[src/rtl/tick_timer_pkg.sv]
// Shared constants and types for the tick timer.
// Assumes word-aligned byte addresses; word indices are fixed because
// software drivers decode them.
package tick_timer_pkg;

    localparam int WIDX_CTRL   = 4;   // byte offset 0x10
    localparam int WIDX_RELOAD = 5;   // byte offset 0x14
    localparam int WIDX_CUR    = 6;   // byte offset 0x18
    localparam int WIDX_CALIB  = 7;   // byte offset 0x1C

    localparam int BIT_EN   = 0;
    localparam int BIT_INT  = 1;
    localparam int BIT_SRC  = 2;
    localparam int BIT_FLAG = 16;

    typedef enum logic [2:0] {
        SEL_NONE,
        SEL_CTRL,
        SEL_RELOAD,
        SEL_CUR,
        SEL_CALIB
    } reg_sel_e;

    // Map a word index onto a register selector.
    function automatic reg_sel_e decode_word(input int widx);
        case (widx)
            WIDX_CTRL:   return SEL_CTRL;
            WIDX_RELOAD: return SEL_RELOAD;
            WIDX_CUR:    return SEL_CUR;
            WIDX_CALIB:  return SEL_CALIB;
            default:     return SEL_NONE;
        endcase
    endfunction

endpackage

[src/rtl/tick_timer_refsync.sv]
// Brings the asynchronous reference level into the clk domain through
// SYNC_STAGES flops and emits a one-cycle pulse per rising edge.
// Assumes the reference is much slower than clk (at least two clk per level).
module tick_timer_refsync #(
    parameter int SYNC_STAGES = 2
) (
    input  logic clk,
    input  logic rst_n,
    input  logic ref_in,
    output logic ref_tick
);

    logic [SYNC_STAGES-1:0] sync_q;
    logic                   last_q;

    // First synchronizer stage samples the raw input.
    always_ff @(posedge clk) begin
        if (!rst_n) sync_q[0] <= 1'b0;
        else        sync_q[0] <= ref_in;
    end

    generate
        for (genvar i = 1; i < SYNC_STAGES; i++) begin : g_stage
            // Further synchronizer stages shift the sample along.
            always_ff @(posedge clk) begin
                if (!rst_n) sync_q[i] <= 1'b0;
                else        sync_q[i] <= sync_q[i-1];
            end
        end
    endgenerate

    // Remember the previous synchronized level for edge detection.
    always_ff @(posedge clk) begin
        if (!rst_n) last_q <= 1'b0;
        else        last_q <= sync_q[SYNC_STAGES-1];
    end

    assign ref_tick = sync_q[SYNC_STAGES-1] & ~last_q;

endmodule

[src/rtl/tick_timer_core.sv]
// Counting engine: down-counter with reload, sticky completion flag and
// interrupt pulse. A current-value write overrides a step in the same
// cycle; a zero-reach beats a read-clear of the flag.
module tick_timer_core #(
    parameter int CNT_W = 24
) (
    input  logic             clk,
    input  logic             rst_n,
    input  logic             ctrl_en,
    input  logic             ctrl_int,
    input  logic             ctrl_src,
    input  logic             ref_tick,
    input  logic [CNT_W-1:0] reload_q,
    input  logic             cur_wr,
    input  logic             flag_rd_clr,
    output logic [CNT_W-1:0] cur_q,
    output logic             flag_q,
    output logic             tick_irq
);

    localparam logic [CNT_W-1:0] CNT_ONE = CNT_W'(1);

    logic step;
    logic zero_hit;

    assign step     = ctrl_en & (ctrl_src | ref_tick);
    assign zero_hit = step & ~cur_wr & (cur_q == CNT_ONE);

    // Count register: clear on write, reload at zero, else decrement.
    always_ff @(posedge clk) begin
        if (!rst_n)          cur_q <= '0;
        else if (cur_wr)     cur_q <= '0;
        else if (step) begin
            if (cur_q == '0) cur_q <= reload_q;
            else             cur_q <= cur_q - CNT_ONE;
        end
    end

    // Sticky completion flag with set priority over clears.
    always_ff @(posedge clk) begin
        if (!rst_n)                      flag_q <= 1'b0;
        else if (zero_hit)               flag_q <= 1'b1;
        else if (cur_wr || flag_rd_clr)  flag_q <= 1'b0;
    end

    // One-cycle interrupt request per zero-reach when enabled.
    always_ff @(posedge clk) begin
        if (!rst_n) tick_irq <= 1'b0;
        else        tick_irq <= zero_hit & ctrl_int;
    end

endmodule

[src/rtl/tick_timer_regs.sv]
// Register decode: control bits, reload storage, current-value write
// strobe, flag read-clear strobe and the read-data multiplexer.
// Read data is combinational and zero when no read is active.
module tick_timer_regs
    import tick_timer_pkg::*;
#(
    parameter int          ADDR_W    = 8,
    parameter int          DATA_W    = 32,
    parameter int          CNT_W     = 24,
    parameter bit          HAS_REF   = 1'b1,
    parameter logic [31:0] CAL_VALUE = 32'h0
) (
    input  logic              clk,
    input  logic              rst_n,
    input  logic [ADDR_W-1:0] bus_addr,
    input  logic              bus_wr,
    input  logic [DATA_W-1:0] bus_wdata,
    input  logic              bus_rd,
    input  logic [CNT_W-1:0]  cur_q,
    input  logic              flag_q,
    output logic [DATA_W-1:0] bus_rdata,
    output logic              ctrl_en,
    output logic              ctrl_int,
    output logic              ctrl_src,
    output logic [CNT_W-1:0]  reload_q,
    output logic              cur_wr,
    output logic              flag_rd_clr
);

    reg_sel_e sel;
    logic     ctrl_wr;
    logic     unused_wdata;

    // Decode the word-aligned address into a register selector.
    always_comb begin
        sel = SEL_NONE;
        if (bus_addr[1:0] == 2'b00) sel = decode_word(int'(bus_addr[ADDR_W-1:2]));
    end

    assign ctrl_wr      = bus_wr & (sel == SEL_CTRL);
    assign cur_wr       = bus_wr & (sel == SEL_CUR);
    assign flag_rd_clr  = bus_rd & (sel == SEL_CTRL);
    assign unused_wdata = ^bus_wdata[DATA_W-1:CNT_W];

    // Enable and interrupt-enable control bits.
    always_ff @(posedge clk) begin
        if (!rst_n) begin
            ctrl_en  <= 1'b0;
            ctrl_int <= 1'b0;
        end else if (ctrl_wr) begin
            ctrl_en  <= bus_wdata[BIT_EN];
            ctrl_int <= bus_wdata[BIT_INT];
        end
    end

    generate
        if (HAS_REF) begin : g_src_rw
            logic src_q;
            // Source select is writable when a reference input exists.
            always_ff @(posedge clk) begin
                if (!rst_n)       src_q <= 1'b0;
                else if (ctrl_wr) src_q <= bus_wdata[BIT_SRC];
            end
            assign ctrl_src = src_q;
        end else begin : g_src_fixed
            assign ctrl_src = 1'b1;
        end
    endgenerate

    // Reload value storage, low CNT_W bits only.
    always_ff @(posedge clk) begin
        if (!rst_n)                              reload_q <= '0;
        else if (bus_wr && sel == SEL_RELOAD)    reload_q <= bus_wdata[CNT_W-1:0];
    end

    // Read-data multiplexer with reserved bits forced to zero.
    always_comb begin
        bus_rdata = '0;
        if (bus_rd) begin
            case (sel)
                SEL_CTRL: begin
                    bus_rdata[BIT_EN]   = ctrl_en;
                    bus_rdata[BIT_INT]  = ctrl_int;
                    bus_rdata[BIT_SRC]  = ctrl_src;
                    bus_rdata[BIT_FLAG] = flag_q;
                end
                SEL_RELOAD: bus_rdata[CNT_W-1:0] = reload_q;
                SEL_CUR:    bus_rdata[CNT_W-1:0] = cur_q;
                SEL_CALIB:  bus_rdata = DATA_W'(CAL_VALUE);
                default:    bus_rdata = '0;
            endcase
        end
    end

endmodule

[src/rtl/tick_timer.sv]
// Top of the periodic tick timer: reference synchronizer, register
// decode and counting engine. Assumes CNT_W < DATA_W and ADDR_W >= 6.
module tick_timer #(
    parameter int          ADDR_W      = 8,
    parameter int          DATA_W      = 32,
    parameter int          CNT_W       = 24,
    parameter int          SYNC_STAGES = 2,
    parameter bit          HAS_REF     = 1'b1,
    parameter logic [31:0] CAL_VALUE   = 32'h4000_2710
) (
    input  logic              clk,
    input  logic              rst_n,
    input  logic              ref_in,
    input  logic [ADDR_W-1:0] bus_addr,
    input  logic              bus_wr,
    input  logic [DATA_W-1:0] bus_wdata,
    input  logic              bus_rd,
    output logic [DATA_W-1:0] bus_rdata,
    output logic              tick_irq
);

    logic             ref_tick;
    logic             ctrl_en;
    logic             ctrl_int;
    logic             ctrl_src;
    logic [CNT_W-1:0] reload_q;
    logic [CNT_W-1:0] cur_q;
    logic             cur_wr;
    logic             flag_rd_clr;
    logic             flag_q;

    tick_timer_refsync #(
        .SYNC_STAGES (SYNC_STAGES)
    ) u_refsync (
        .clk      (clk),
        .rst_n    (rst_n),
        .ref_in   (ref_in),
        .ref_tick (ref_tick)
    );

    tick_timer_regs #(
        .ADDR_W    (ADDR_W),
        .DATA_W    (DATA_W),
        .CNT_W     (CNT_W),
        .HAS_REF   (HAS_REF),
        .CAL_VALUE (CAL_VALUE)
    ) u_regs (
        .clk         (clk),
        .rst_n       (rst_n),
        .bus_addr    (bus_addr),
        .bus_wr      (bus_wr),
        .bus_wdata   (bus_wdata),
        .bus_rd      (bus_rd),
        .cur_q       (cur_q),
        .flag_q      (flag_q),
        .bus_rdata   (bus_rdata),
        .ctrl_en     (ctrl_en),
        .ctrl_int    (ctrl_int),
        .ctrl_src    (ctrl_src),
        .reload_q    (reload_q),
        .cur_wr      (cur_wr),
        .flag_rd_clr (flag_rd_clr)
    );

    tick_timer_core #(
        .CNT_W (CNT_W)
    ) u_core (
        .clk         (clk),
        .rst_n       (rst_n),
        .ctrl_en     (ctrl_en),
        .ctrl_int    (ctrl_int),
        .ctrl_src    (ctrl_src),
        .ref_tick    (ref_tick),
        .reload_q    (reload_q),
        .cur_wr      (cur_wr),
        .flag_rd_clr (flag_rd_clr),
        .cur_q       (cur_q),
        .flag_q      (flag_q),
        .tick_irq    (tick_irq)
    );

endmodule

[config.mk]
export PLATFORM = sky130hd
export DESIGN_NAME = tick_timer
export DESIGN_NICKNAME = d
export VERILOG_FILES = /design/src/rtl/tick_timer_pkg.sv /design/src/rtl/tick_timer_refsync.sv /design/src/rtl/tick_timer_core.sv /design/src/rtl/tick_timer_regs.sv /design/src/rtl/tick_timer.sv
export SDC_FILE = /design/constraint.sdc
export NUM_CORES = 1
export LEC_CHECK = 0
export BUFFER_PORTS_ARGS = -buffer_cell sky130_fd_sc_hd__clkbuf_2
export CAP_MARGIN = 30
export CORE_AREA = 2 2 110 80
export CTS_CLUSTER_DIAMETER = 30
export DETAILED_ROUTE_END_ITERATION = 12
export DIE_AREA = 0 0 112 82
export GPL_TIMING_DRIVEN = 0
export PLACE_DENSITY = 0.57
export REMOVE_ABC_BUFFERS = 1
export SKIP_LAST_GASP = 1
export SLEW_MARGIN = 20
export SYNTH_ARGS = -nofsm -noshare
export SYNTH_HDL_FRONTEND = slang
export SYNTH_SLANG_ARGS = --single-unit
export TNS_END_PERCENT = 1
[constraint.sdc]
create_clock -name clk -period 2.69 [get_ports clk]
set_input_delay 0.269 -clock clk [delete_from_list [all_inputs] [get_ports clk]]
set_output_delay 0.269 -clock clk [all_outputs]
set_load 0.05 [all_outputs]
* Word-level counts from Yosys, hierarchy flattened
Cells that the tools add are included.
** Word-level totals
- RAM bits :: 0
- ROM bits :: 0
- Logic and storage cells :: 49
- Memories :: 0
- Output and inout port bits :: 33
- Register bits :: 56
- Bits in latches :: 0
- Input port bits :: 45
** Cells by class
- Multipliers :: 0
- Reduce and logical (&&, ||, !) cells :: 6
- Shifts and indexed selects :: 0
- $add $sub $neg :: 1
- Order comparisons :: 0
- Bitwise operators :: 12
- Div/mod/pow operators :: 0
- Equality and inequality tests :: 9
- Muxes and demuxes :: 11
** Operators by type and width (number)
- one-hot mux 13 bit (3 select lines) :: 1
- 2-to-1 mux 32 bit :: 1
- == test 24 x 1 -> 1 bit, second input constant :: 1
- == test 6 x 3 -> 1 bit, second input constant :: 4
- zero test 24 bit :: 1
- 2-to-1 mux 24 bit :: 1
- subtractor 24 x 1 -> 24 bit, second input constant :: 1
- one-hot mux 7 bit (2 select lines) :: 1
- one-hot mux 3 bit (4 select lines) :: 1
- one-hot mux 3 bit (3 select lines) :: 1
- AND 1 bit :: 8
- 2-to-1 mux 7 bit :: 1
- == test 3 x 2 -> 1 bit, second input constant :: 2
- == test 3 x 1 -> 1 bit, second input constant :: 1
- == test 3 bit, second input constant :: 1
- 2-to-1 mux 3 bit :: 1
- NOT 1 bit :: 3
- one-hot mux 1 bit (3 select lines) :: 1
- zero test 2 bit :: 1
- 2-to-1 mux 1 bit :: 2
- nonzero test 2 bit :: 1
- OR reduction 2 bit :: 1
- logical AND 1 bit :: 1
- logical OR 1 bit :: 1
- OR 1 bit :: 1

* Depth between registers and ports, before layout
Gate-level depths: netlist (run 1).
- Depth in word-level cells :: 9
- Mapped depth :: 8
- Mapped depth without buffers :: 7

* Hierarchy
From an unflattened synthesis (run 1), not the netlist that was laid out.
** Second synthesis, totals
- Cell total of the unflattened synthesis :: 428
- Area, all modules :: 3382.0 µm²
** Modules (own cells, without submodules)
- tick_timer_core :: cells each 221, times used 1, sequential area each 520.5 µm², area each 1719.1 µm²
- tick_timer_regs :: cells each 200, times used 1, sequential area each 540.5 µm², area each 1570.3 µm²
- tick_timer_refsync :: cells each 7, times used 1, sequential area each 60.1 µm², area each 92.6 µm²

* Worst setup path before layout (run 1)
No wires, ideal clock.
- Path type :: input -> output
- From :: input bus_addr[5]
- To :: output bus_rdata[22]
- Arrival :: 2.220 ns
- Buffers on the path :: 2
- Data required time :: 2.421 ns
- Slack :: 0.201 ns
- Cell stages on the path :: 7
- Cell sequence :: nor4b_1 -> and2_1 -> and3_1 -> clkbuf_1 -> clkbuf_1 -> a22oi_1 -> nor2b_1
** Between the ends
- Word-level cells in the longest chain between the ends :: 6
- Elaborated cells between the ends (all ways) :: 10
- Classes of those cells :: 6 x eq/ne; 4 x mux
** Ends and longest elaborated chain
- start, declared :: line tick_timer.sv:14 : input logic [ADDR_W-1:0] bus_addr,
- == test 6 x 3 -> 1 bit :: line tick_timer_pkg.sv:26 : case (widx)
- one-hot mux 3 bit (4 select lines) (*) :: line tick_timer_pkg.sv:26
- 2-to-1 mux 3 bit (*) :: line tick_timer_regs.sv:37 : if (bus_addr[1:0] == 2'b00) sel = decode_word(int'(bus_addr[ADDR_W-1:2]));
- == test 3 x 2 -> 1 bit :: line tick_timer_regs.sv:80 : case (sel)
- one-hot mux 7 bit (2 select lines) (*) :: line tick_timer_regs.sv:80
- 2-to-1 mux 32 bit (*) :: line tick_timer_regs.sv:79 : if (bus_rd) begin
- end, declared :: line tick_timer.sv:18 : output logic [DATA_W-1:0] bus_rdata,
Every way passes the cells marked *; elsewhere a longest branch is shown, timed or not.

* Worst setup path after layout (run 1)
- From :: input bus_addr[5]
- To :: output bus_rdata[7]
** Between the ends
- Word-level cells in the longest chain between the ends :: 6
- Elaborated cells between the ends (all ways) :: 11
- Classes of those cells :: 7 x eq/ne; 4 x mux
** Ends and longest elaborated chain (line)
- == test 6 x 3 -> 1 bit :: tick_timer_pkg.sv:26
- one-hot mux 3 bit (4 select lines) (*) :: tick_timer_pkg.sv:26
- 2-to-1 mux 3 bit (*) :: tick_timer_regs.sv:37
- == test 3 bit or == test 3 x 2 -> 1 bit (tied branches) :: tick_timer_regs.sv:80
- one-hot mux 13 bit (3 select lines) (*) :: tick_timer_regs.sv:80
- 2-to-1 mux 32 bit (*) :: tick_timer_regs.sv:79
Marks and branches as above.

==> summary.txt, run 1 <==
Detailed routing
  – 1st-iter DRT viols: 200
  – Met2 WL: between 4 and 5 mm
  – Highest metal used: met4
  – Drt pass-1 iters: 4
  – DRC: 0
  – Met1 wire length: ~4.6 mm
  – Drt wl/cell: 16.92 µm
  – Routed Antenna Nets: 0
  – Drt via density: ~5.8
  – Via count: ~3300
  – Met3 wire len: approximately 770 µm
  – Post-Route WL: between 9 and 10 mm

Power and ir drop
  – Share of power burned in registers: 49.3%
  – Clock power frac: 45.1%
  – VDD IR max: 0.2568 mV
  – Comb pwr share: under 10%
  – Sw Pwr: between 0.0003 and 0.0004 W
  – P_int: around 0.0013 W
  – Switching share of total power: 22.65%
  – PD cells: 460.3 mW/mm²
  – Leakage: about 1.4 nW

CTS
  – Clk Latency, worst-skew pair: about 0.30 ns
  – Setup Buffers After CTS: 0
  – Reg clk slew, reported paths: roughly 0.07 ns
  – TritonCTS clock tree: yes
  – H-tree Lvls: 2
  – Sink Count: 56
  – Cts-stage hold buffer count: 0
  – Total CTS buffers: 5
  – Root cell of the clock tree: clkbuf_16
  – Clock buffer depth: 2
  – Cts repair resizes: 1

Placement
  – Placement Cell Area: 0.003456 mm²
  – DPL Wire Length: ~6.5 mm
  – IO Port Bufs: 62
  – GPL Wtd Cong: just over 0.9
  – Placed Instances: 556

Critical path
  – Cell repeated most along the worst path: clkbuf_2
  – CP max-delay cell: or2_2
  – Critical Path RT: around 2.4 ns
  – Register-to-Register Path Depth: 5
  – Cell depth of the worst setup path: 7
  – CP Launch Type: input port
  – Crit Path Max Fanout: 12
  – Critical Path Max Stage Delay: between 0.5 and 0.6 ns
  – Worst Path Arrival: ~2.3 ns
  – Reg2reg start: u_core.cur_q[3]$_SDFFE_PP0P_
  – R2R Setup Slk: approximately 0.11 ns
  – Crit Path Category: input port to output pin
  – R2R Path End: u_core.cur_q[17]$_SDFFE_PP0P_
  – Top Family by Delay on Critical Path: simple AND/OR/NAND/NOR gates
  – Crit path buf inv count: 2
  – Crit-path cells: clkbuf_2, nor4b_1, and2_1, nand2_1, or2_2, nor2_1, clkbuf_2
  – Worst Setup End Kind: output pin

GRT
  – Initial antenna violation count: 0
  – Congestion Overflow GR: 0
  – Global-route wire length before repair: around 16 mm
  – Largest net degree at the start of global routing: 32
  – GRT Util Overall: between 20% and 30%
  – Vias in the first global route: roughly 3000

Logic synthesis
  – Ys flop type: dfxtp_1
  – Mapped Area: 0.003161 mm²
  – Post-synth EDFFs: 0
  – Mean Syn Cell Area: 7.525 µm²
  – Fraction of registers with async set/reset: 0%
  – Synthesized flop and latch total: 56
  – Register area share after synthesis: between 30% and 40%
  – Total of warnings raised by yosys: 0
  – Distinct cells, synth: between 40 and 50
  – Syn Inst Count: 420

Layout
  – Commonest cells after routing, fill and taps aside: nand2_1 (73), clkbuf_2 (62), dfxtp_1 (56)
  – Area grow syn2layout: 15.91%
  – Post-Layout Cell Count: about 570
  – Fillers: between 800 and 900
  – Commonest non-fill, non-tap cell in the layout: nand2_1
  – Share of post-route cells with drive strength above 1: between 10% and 20%
  – Final instance area: 0.003664 mm²
  – Diode count: 0
  – Final nets: between 500 and 600

Floorplan
  – Top Ports: 78
  – Core Area: about 0.008 mm²
  – Die W: approximately 110 µm
  – Total die area: 0.009184 mm²
  – Initial Utilization: 38.55%
  – Core Rows: 28
  – Die Ht: between 80 and 90 µm

STA
  – Fmax: 386.1 MHz
  – Worst-margin pin slew: approximately 0.89 ns
  – Unrepaired setup endpoints after global routing: true
  – Minimum clock period: between 2 and 3 ns
  – Final count of negative-setup-slack endpoints: 0
  – Hold WS: around 0.18 ns
  – Final hold vios: 0
  – Clock skew: 0.008907 ns
  – Max-slew headroom: 40.21%
  – Slew Limit Fails: 0
  – Tcrit/Tclk final: a little over nine tenths

Hold path
  – Tightest Hold Check Type: input port to flip-flop
  – Hold Path Origin: ref_in
  – Worst Hold Path EP: u_refsync.sync_q[0]$_SDFF_PN0_
  – Worst hold stages: 2

Run
  – Max cap viols: 0

Status
  – Outcome: finished, final reports clean
==> state kept, by name, indices dropped and copies added, names as in the netlist <==
signal            cells
u_regs.ctrl_en        1
u_core.flag_q         1
u_refsync.last_q      1
u_refsync.sync_q      2
u_regs.ctrl_src       1
u_regs.ctrl_int       1
u_core.tick_irq       1
u_regs.reload_q      24
u_core.cur_q         24
==> worst max-delay path by stage <==
stage	to	from	slack (ns)
after floorplan	u_core.cur_q[23]$_SDFFE_PP0P_	u_refsync.sync_q[1]$_SDFF_PN0_	0.12
after global placement	u_core.cur_q[23]$_SDFFE_PP0P_	u_refsync.sync_q[1]$_SDFF_PN0_	-1.00
after detailed placement	u_regs.reload_q[6]$_SDFFE_PN0P_	bus_addr[3]	-0.32
after CTS	u_core.cur_q[14]$_SDFFE_PP0P_	u_core.cur_q[20]$_SDFFE_PP0P_	0.02
after global routing	bus_rdata[11]	bus_addr[5]	-0.1
final	bus_rdata[7]	bus_addr[5]	0.1
==> layer usage <==
metal | vias up | GRT usage, %
li1 | 1584 | -
met1 | 1540 | 31.15
met2 | 127 | 32.48
met3 | 11 | 4.576
met4 | 0 | 6.585
met5 | - | 0
==> logic make-up after synthesis <==
logic type | count (synthesis) | share of synthesized area (%)
AND/OR/NAND/NOR | 188 | 29.69
AO/OA/AOI/OAI | 115 | 23.48
multiplexers | 10 | 3.167
other | 1 | 0.1187
adder cells (fa/ha/maj) | 3 | 1.188
buffers and inverters | 47 | 6.888
flip-flops | 56 | 35.47
==> power groups by stage <==
stage	Combinational (W)	Clock, W	Sequential, W
finish	0.0000941	0.000761	0.000831
global placement	0.0000888	0	0.000851
detailed placement	0.0000904	0	0.000851
CTS	0.0000906	0.000771	0.000831
floorplan	0.0000446	0	0.000851
global route	0.000102	0.000810	0.000832
==> stage by stage <==
stage          utilization (%)  setup TNS, ns   power, W  worst slack [ns]
3_5_place_dp             42.16         -7.239  0.0009413           -0.3156
5_1_grt                  44.69        -0.7125   0.001744          -0.09946
3_3_place_gp             42.02         -24.32  0.0009396            -1.000
4_1_cts                  44.22              0   0.001692           0.02385
6_report                 44.69              0   0.001686           0.09972
2_1_floorplan                -              0  0.0008951            0.1161
==> final cells by class <==
class | instances | area (µm²) | area share [%]
inverters | 10 | 37.54 | 1.025
flip-flops and latches | 56 | 1121 | 30.60
multi-input cells | 323 | 1858 | 50.72
repair buffers | 65 | 347.8 | 9.495
well taps | 105 | 131.4 | 3.586
clock inverters | 2 | 38.79 | 1.059
clock buffers | 6 | 128.9 | 3.518
==> cells in the mapped netlist, drive strengths merged, types with 2 or more instances <==
library cell / number / area (µm²)
o31ai: 2 / 15.01
a21oi: 40 / 200.2
a221oi: 3 / 26.28
nor2b: 11 / 68.82
nor2: 29 / 108.9
nand3: 15 / 80.08
nand4b: 2 / 17.52
nor3: 12 / 60.06
o21ai: 15 / 75.07
ha: 3 / 37.54
o41ai: 2 / 17.52
dfxtp: 56 / 1121
clkbuf: 24 / 90.09
and3: 3 / 18.77
o22ai: 2 / 12.51
or4: 9 / 67.56
a32oi: 2 / 17.52
o311ai: 2 / 17.52
nand2: 73 / 274.0
and2: 7 / 43.79
or3: 14 / 92.59
a22oi: 18 / 135.1
nand2b: 2 / 12.51
a2bb2oi: 3 / 26.28
mux2i: 10 / 100.1
a211oi: 2 / 15.01
nor4: 5 / 37.53
o2bb2ai: 5 / 43.79
buf: 13 / 90.08
nand4: 2 / 12.51
inv: 10 / 37.54
a31oi: 14 / 93.84
(Power assumes the default switching activity.)
==> run 2: changes to the inputs <==
- CORE_AREA: 2 2 110 80 -> 2 2 99 72
- DIE_AREA: 0 0 112 82 -> 0 0 101 74
- PLACE_DENSITY: 0.57 -> 0.7
- clock period: 2.69 -> 2.55 ns (I/O delays scaled with it)
==> summary.txt, run 2 (synthesized netlist as in run 1, its figures left out) <==
CTS
  – Reg clk slew, reported paths: 0.10 ns (was 0.07 ns)
  – Total CTS buffers: 5 (unchanged)
  – Setup Buffers After CTS: 0 (unchanged)
  – Clk Latency, worst-skew pair: 0.31 ns (was 0.30 ns)
  – H-tree Lvls: 2 (unchanged)
  – TritonCTS clock tree: yes (unchanged)
  – Sink Count: 56 (unchanged)
  – Root cell of the clock tree: clkbuf_8 (was clkbuf_16)
  – Cts-stage hold buffer count: 0 (unchanged)
  – Clock buffer depth: 2 (unchanged)

STA
  – Final count of negative-setup-slack endpoints: 13 (was 0)
  – Clock skew: 0.007151 ns (was 0.008907 ns)
  – Minimum clock period: approximately 2.6 ns
  – Fmax: around 390 MHz
  – Tcrit/Tclk final: 101.7%
  – Final setup margin: -0.04264 ns (was 0.09972 ns)
  – Worst-margin pin slew: 0.9145 ns (was 0.8947 ns)
  – Max-slew headroom: 38.88% (was 40.21%)
  – Final hold vios: 0 (unchanged)
  – Unrepaired setup endpoints after global routing: true (unchanged)
  – Slew Limit Fails: 0 (unchanged)

Floorplan
  – Top Ports: 78 (unchanged)
  – Die W: 101 µm (was 112 µm)
  – Total die area: 0.007474 mm² (was 0.009184 mm²)
  – Core Rows: 25 (was 28)
  – Core Area: 0.006569 mm² (was 0.008198 mm²)
  – Initial Utilization: 48.11% (was 38.55%)
  – Die Ht: 74 µm (was 82 µm)

GRT
  – Largest net degree at the start of global routing: 30 (was 32)
  – GRT Util Overall: 23.92% (was 21.61%)
  – Global-route wire length before repair: 14.06 mm (was 15.87 mm)
  – Vias in the first global route: 2865 (was 3009)
  – Congestion Overflow GR: 0 (unchanged)
  – Initial antenna violation count: 0 (unchanged)

Critical path
  – Critical Path RT: 2.30 ns (was 2.42 ns)
  – Crit Path Category: input port to output pin (unchanged)
  – CP max-delay cell: and3_1 (was or2_2)
  – R2R Path End: u_core.cur_q[2]$_SDFFE_PP0P_ (was u_core.cur_q[17]$_SDFFE_PP0P_)
  – R2R Setup Slk: 0.03 ns (was 0.11 ns)
  – Crit-path cells: clkbuf_2, nor2b_1, and3_1, a22oi_1, nor2_1, clkbuf_2 (was clkbuf_2, nor4b_1, and2_1, nand2_1, or2_2, nor2_1, clkbuf_2)
  – Worst Path Arrival: 2.34 ns (was 2.32 ns)
  – Reg2reg start: u_core.cur_q[20]$_SDFFE_PP0P_ (was u_core.cur_q[3]$_SDFFE_PP0P_)
  – Cell repeated most along the worst path: clkbuf_2 (unchanged)
  – Crit Path Max Fanout: 21 (was 12)
  – Crit path buf inv count: 2 (unchanged)
  – Worst Setup End Kind: output pin (unchanged)
  – Register-to-Register Path Depth: 5 (unchanged)
  – Critical Path Max Stage Delay: 0.70 ns (was 0.54 ns)
  – Top Family by Delay on Critical Path: simple AND/OR/NAND/NOR gates (unchanged)
  – CP Launch Type: input port (unchanged)

Detailed routing
  – Drt pass-1 iters: 6 (was 4)
  – Met1 wire length: 4.375 mm (was 4.633 mm)
  – Drt via density: 5.980 (was 5.753)
  – Routed Antenna Nets: 0 (unchanged)
  – Drt wl/cell: 16.31 µm (was 16.92 µm)
  – 1st-iter DRT viols: 188 (was 200)
  – Post-Route WL: 8.826 mm (was 9.591 mm)
  – Met3 wire len: 509 µm (was 770 µm)
  – Highest metal used: met4 (unchanged)
  – Met2 WL: 3.847 mm (was 4.070 mm)
  – Via count: 3235 (was 3262)
  – DRC: 0 (unchanged)

Power and ir drop
  – Clock power frac: 36.8% (was 45.1%)
  – P_int: 0.001190 W (was 0.001304 W)
  – Share of power burned in registers: 56.9% (was 49.3%)
  – VDD IR max: 0.2097 mV (was 0.2568 mV)
  – Comb pwr share: 6.3% (was 5.6%)
  – Leakage: 1.390 nW (was 1.417 nW)
  – Switching share of total power: 22.83% (was 22.65%)
  – Sw Pwr: 0.0003521 W (was 0.0003820 W)
  – PD cells: 432.7 mW/mm² (was 460.3 mW/mm²)

Hold path
  – Worst Hold Path EP: u_regs.reload_q[3]$_SDFFE_PN0P_ (was u_refsync.sync_q[0]$_SDFF_PN0_)
  – Worst hold stages: 3 (was 2)
  – Hold Path Origin: bus_wdata[3] (was ref_in)
  – Tightest Hold Check Type: input port to flip-flop (unchanged)

Layout
  – Area grow syn2layout: 12.79% (was 15.91%)
  – Finished Core Util: 54.27% (was 44.69%)
  – Sequential cell area: 0.001121 mm² (unchanged)
  – Multi-input gate area: 0.001851 mm² (was 0.001858 mm²)
  – Share of post-route cells with drive strength above 1: 17.61% (was 17.75%)
  – Post-Layout Cell Count: 541 (was 567)
  – Largest registers: u_core.cur_q x24, u_regs.reload_q x24, u_refsync.sync_q x2 (unchanged)
  – Commonest cells after routing, fill and taps aside: nand2_1 (73), clkbuf_2 (62), dfxtp_1 (56) (unchanged)
  – Fillers: 662 (was 862)
  – Diode count: 0 (unchanged)
  – Final nets: 509 (unchanged)
  – Commonest non-fill, non-tap cell in the layout: nand2_1 (unchanged)

Placement
  – DPL Wire Length: 6.072 mm (was 6.519 mm)
  – Placed Instances: 533 (was 556)
  – IO Port Bufs: 62 (unchanged)
  – GPL Wtd Cong: 0.9184 (was 0.9319)

Status
  – Outcome: finished, violations left (was finished, final reports clean)
  – Violated checks: setup timing

Run
  – Max cap viols: 0 (unchanged)
run 2: metrics by stage:
| step | instance area [µm²] | hold WS, ns | setup TNS (ns) | total power (W) | setup slack [ns] |
|---|---|---|---|---|---|
| 6_report | 3565 | 0.1488 | -0.1836 | 0.001542 | -0.04264 |
| 4_1_cts | 3535 | 0.1447 | -0.01763 | 0.001548 | -0.01253 |
| 5_1_grt | 3565 | 0.1530 | -7.761 | 0.001587 | -0.2457 |
| 3_3_place_gp | 3415 | 0.4129 | -23.46 | 0.0009897 | -0.9657 |
| 2_1_floorplan | 3003 | 0.3767 | -0.03187 | 0.0009443 | -0.02387 |
| 3_5_place_dp | 3433 | 0.4254 | -8.337 | 0.0009916 | -0.3825 |
run 2: worst max path at each step:
stage | from | endpoint | slack (ns) | depth (start not counted)
after global routing | bus_addr[3] | u_regs.reload_q[9]$_SDFFE_PN0P_ | -0.25 | 6
after floorplan | u_refsync.sync_q[1]$_SDFF_PN0_ | u_core.cur_q[23]$_SDFFE_PP0P_ | -0.02 | 5
final | bus_addr[3] | bus_rdata[15] | -0.04 | 6
after detailed placement | bus_addr[3] | u_regs.reload_q[21]$_SDFFE_PN0P_ | -0.38 | 6
after global placement | u_refsync.sync_q[1]$_SDFF_PN0_ | u_core.cur_q[23]$_SDFFE_PP0P_ | -0.97 | 5
after CTS | bus_addr[3] | u_regs.reload_q[21]$_SDFFE_PN0P_ | -0.01 | 6
run 2: power groups by stage:
stage                     Sequential [W]  Combinational (W)  Clock, W
final                           0.000877          0.0000974  0.000568
after global routing            0.000878           0.000106  0.000604
after floorplan                 0.000897          0.0000470         0
after global placement          0.000897          0.0000923         0
after detailed placement        0.000898          0.0000941         0
after CTS                       0.000877          0.0000946  0.000576
run 2: layout make-up:
| type | count | share of cell area, % |
|---|---|---|
| Timing Repair Buffer | 65 | 9.968 |
| Sequential cell | 56 | 31.45 |
| Multi-Input combinational cell | 323 | 51.91 |
| Inverter | 10 | 1.053 |
| Clock inverter | 1 | 0.8424 |
| Tap cell | 81 | 2.843 |
| Clock buffer | 5 | 1.931 |
run 2: timing repair:
action                     in CTS  in global routing
setup endpoints to repair      25                 47
gates resized for setup         2                  0
hold endpoints to repair        0                  0
run 2: worst min-delay path: stages:
cell and delay, ns:
clkbuf_2 0.08, nand2_1 0.04, a21oi_1 0.05
run 2: layer usage:
layer | vias to the layer above | track usage, %
met2 | 120 | 38.59
met5 | - | 0
li1 | 1575 | -
met1 | 1529 | 34.03
met3 | 11 | 3.759
met4 | 0 | 5.856
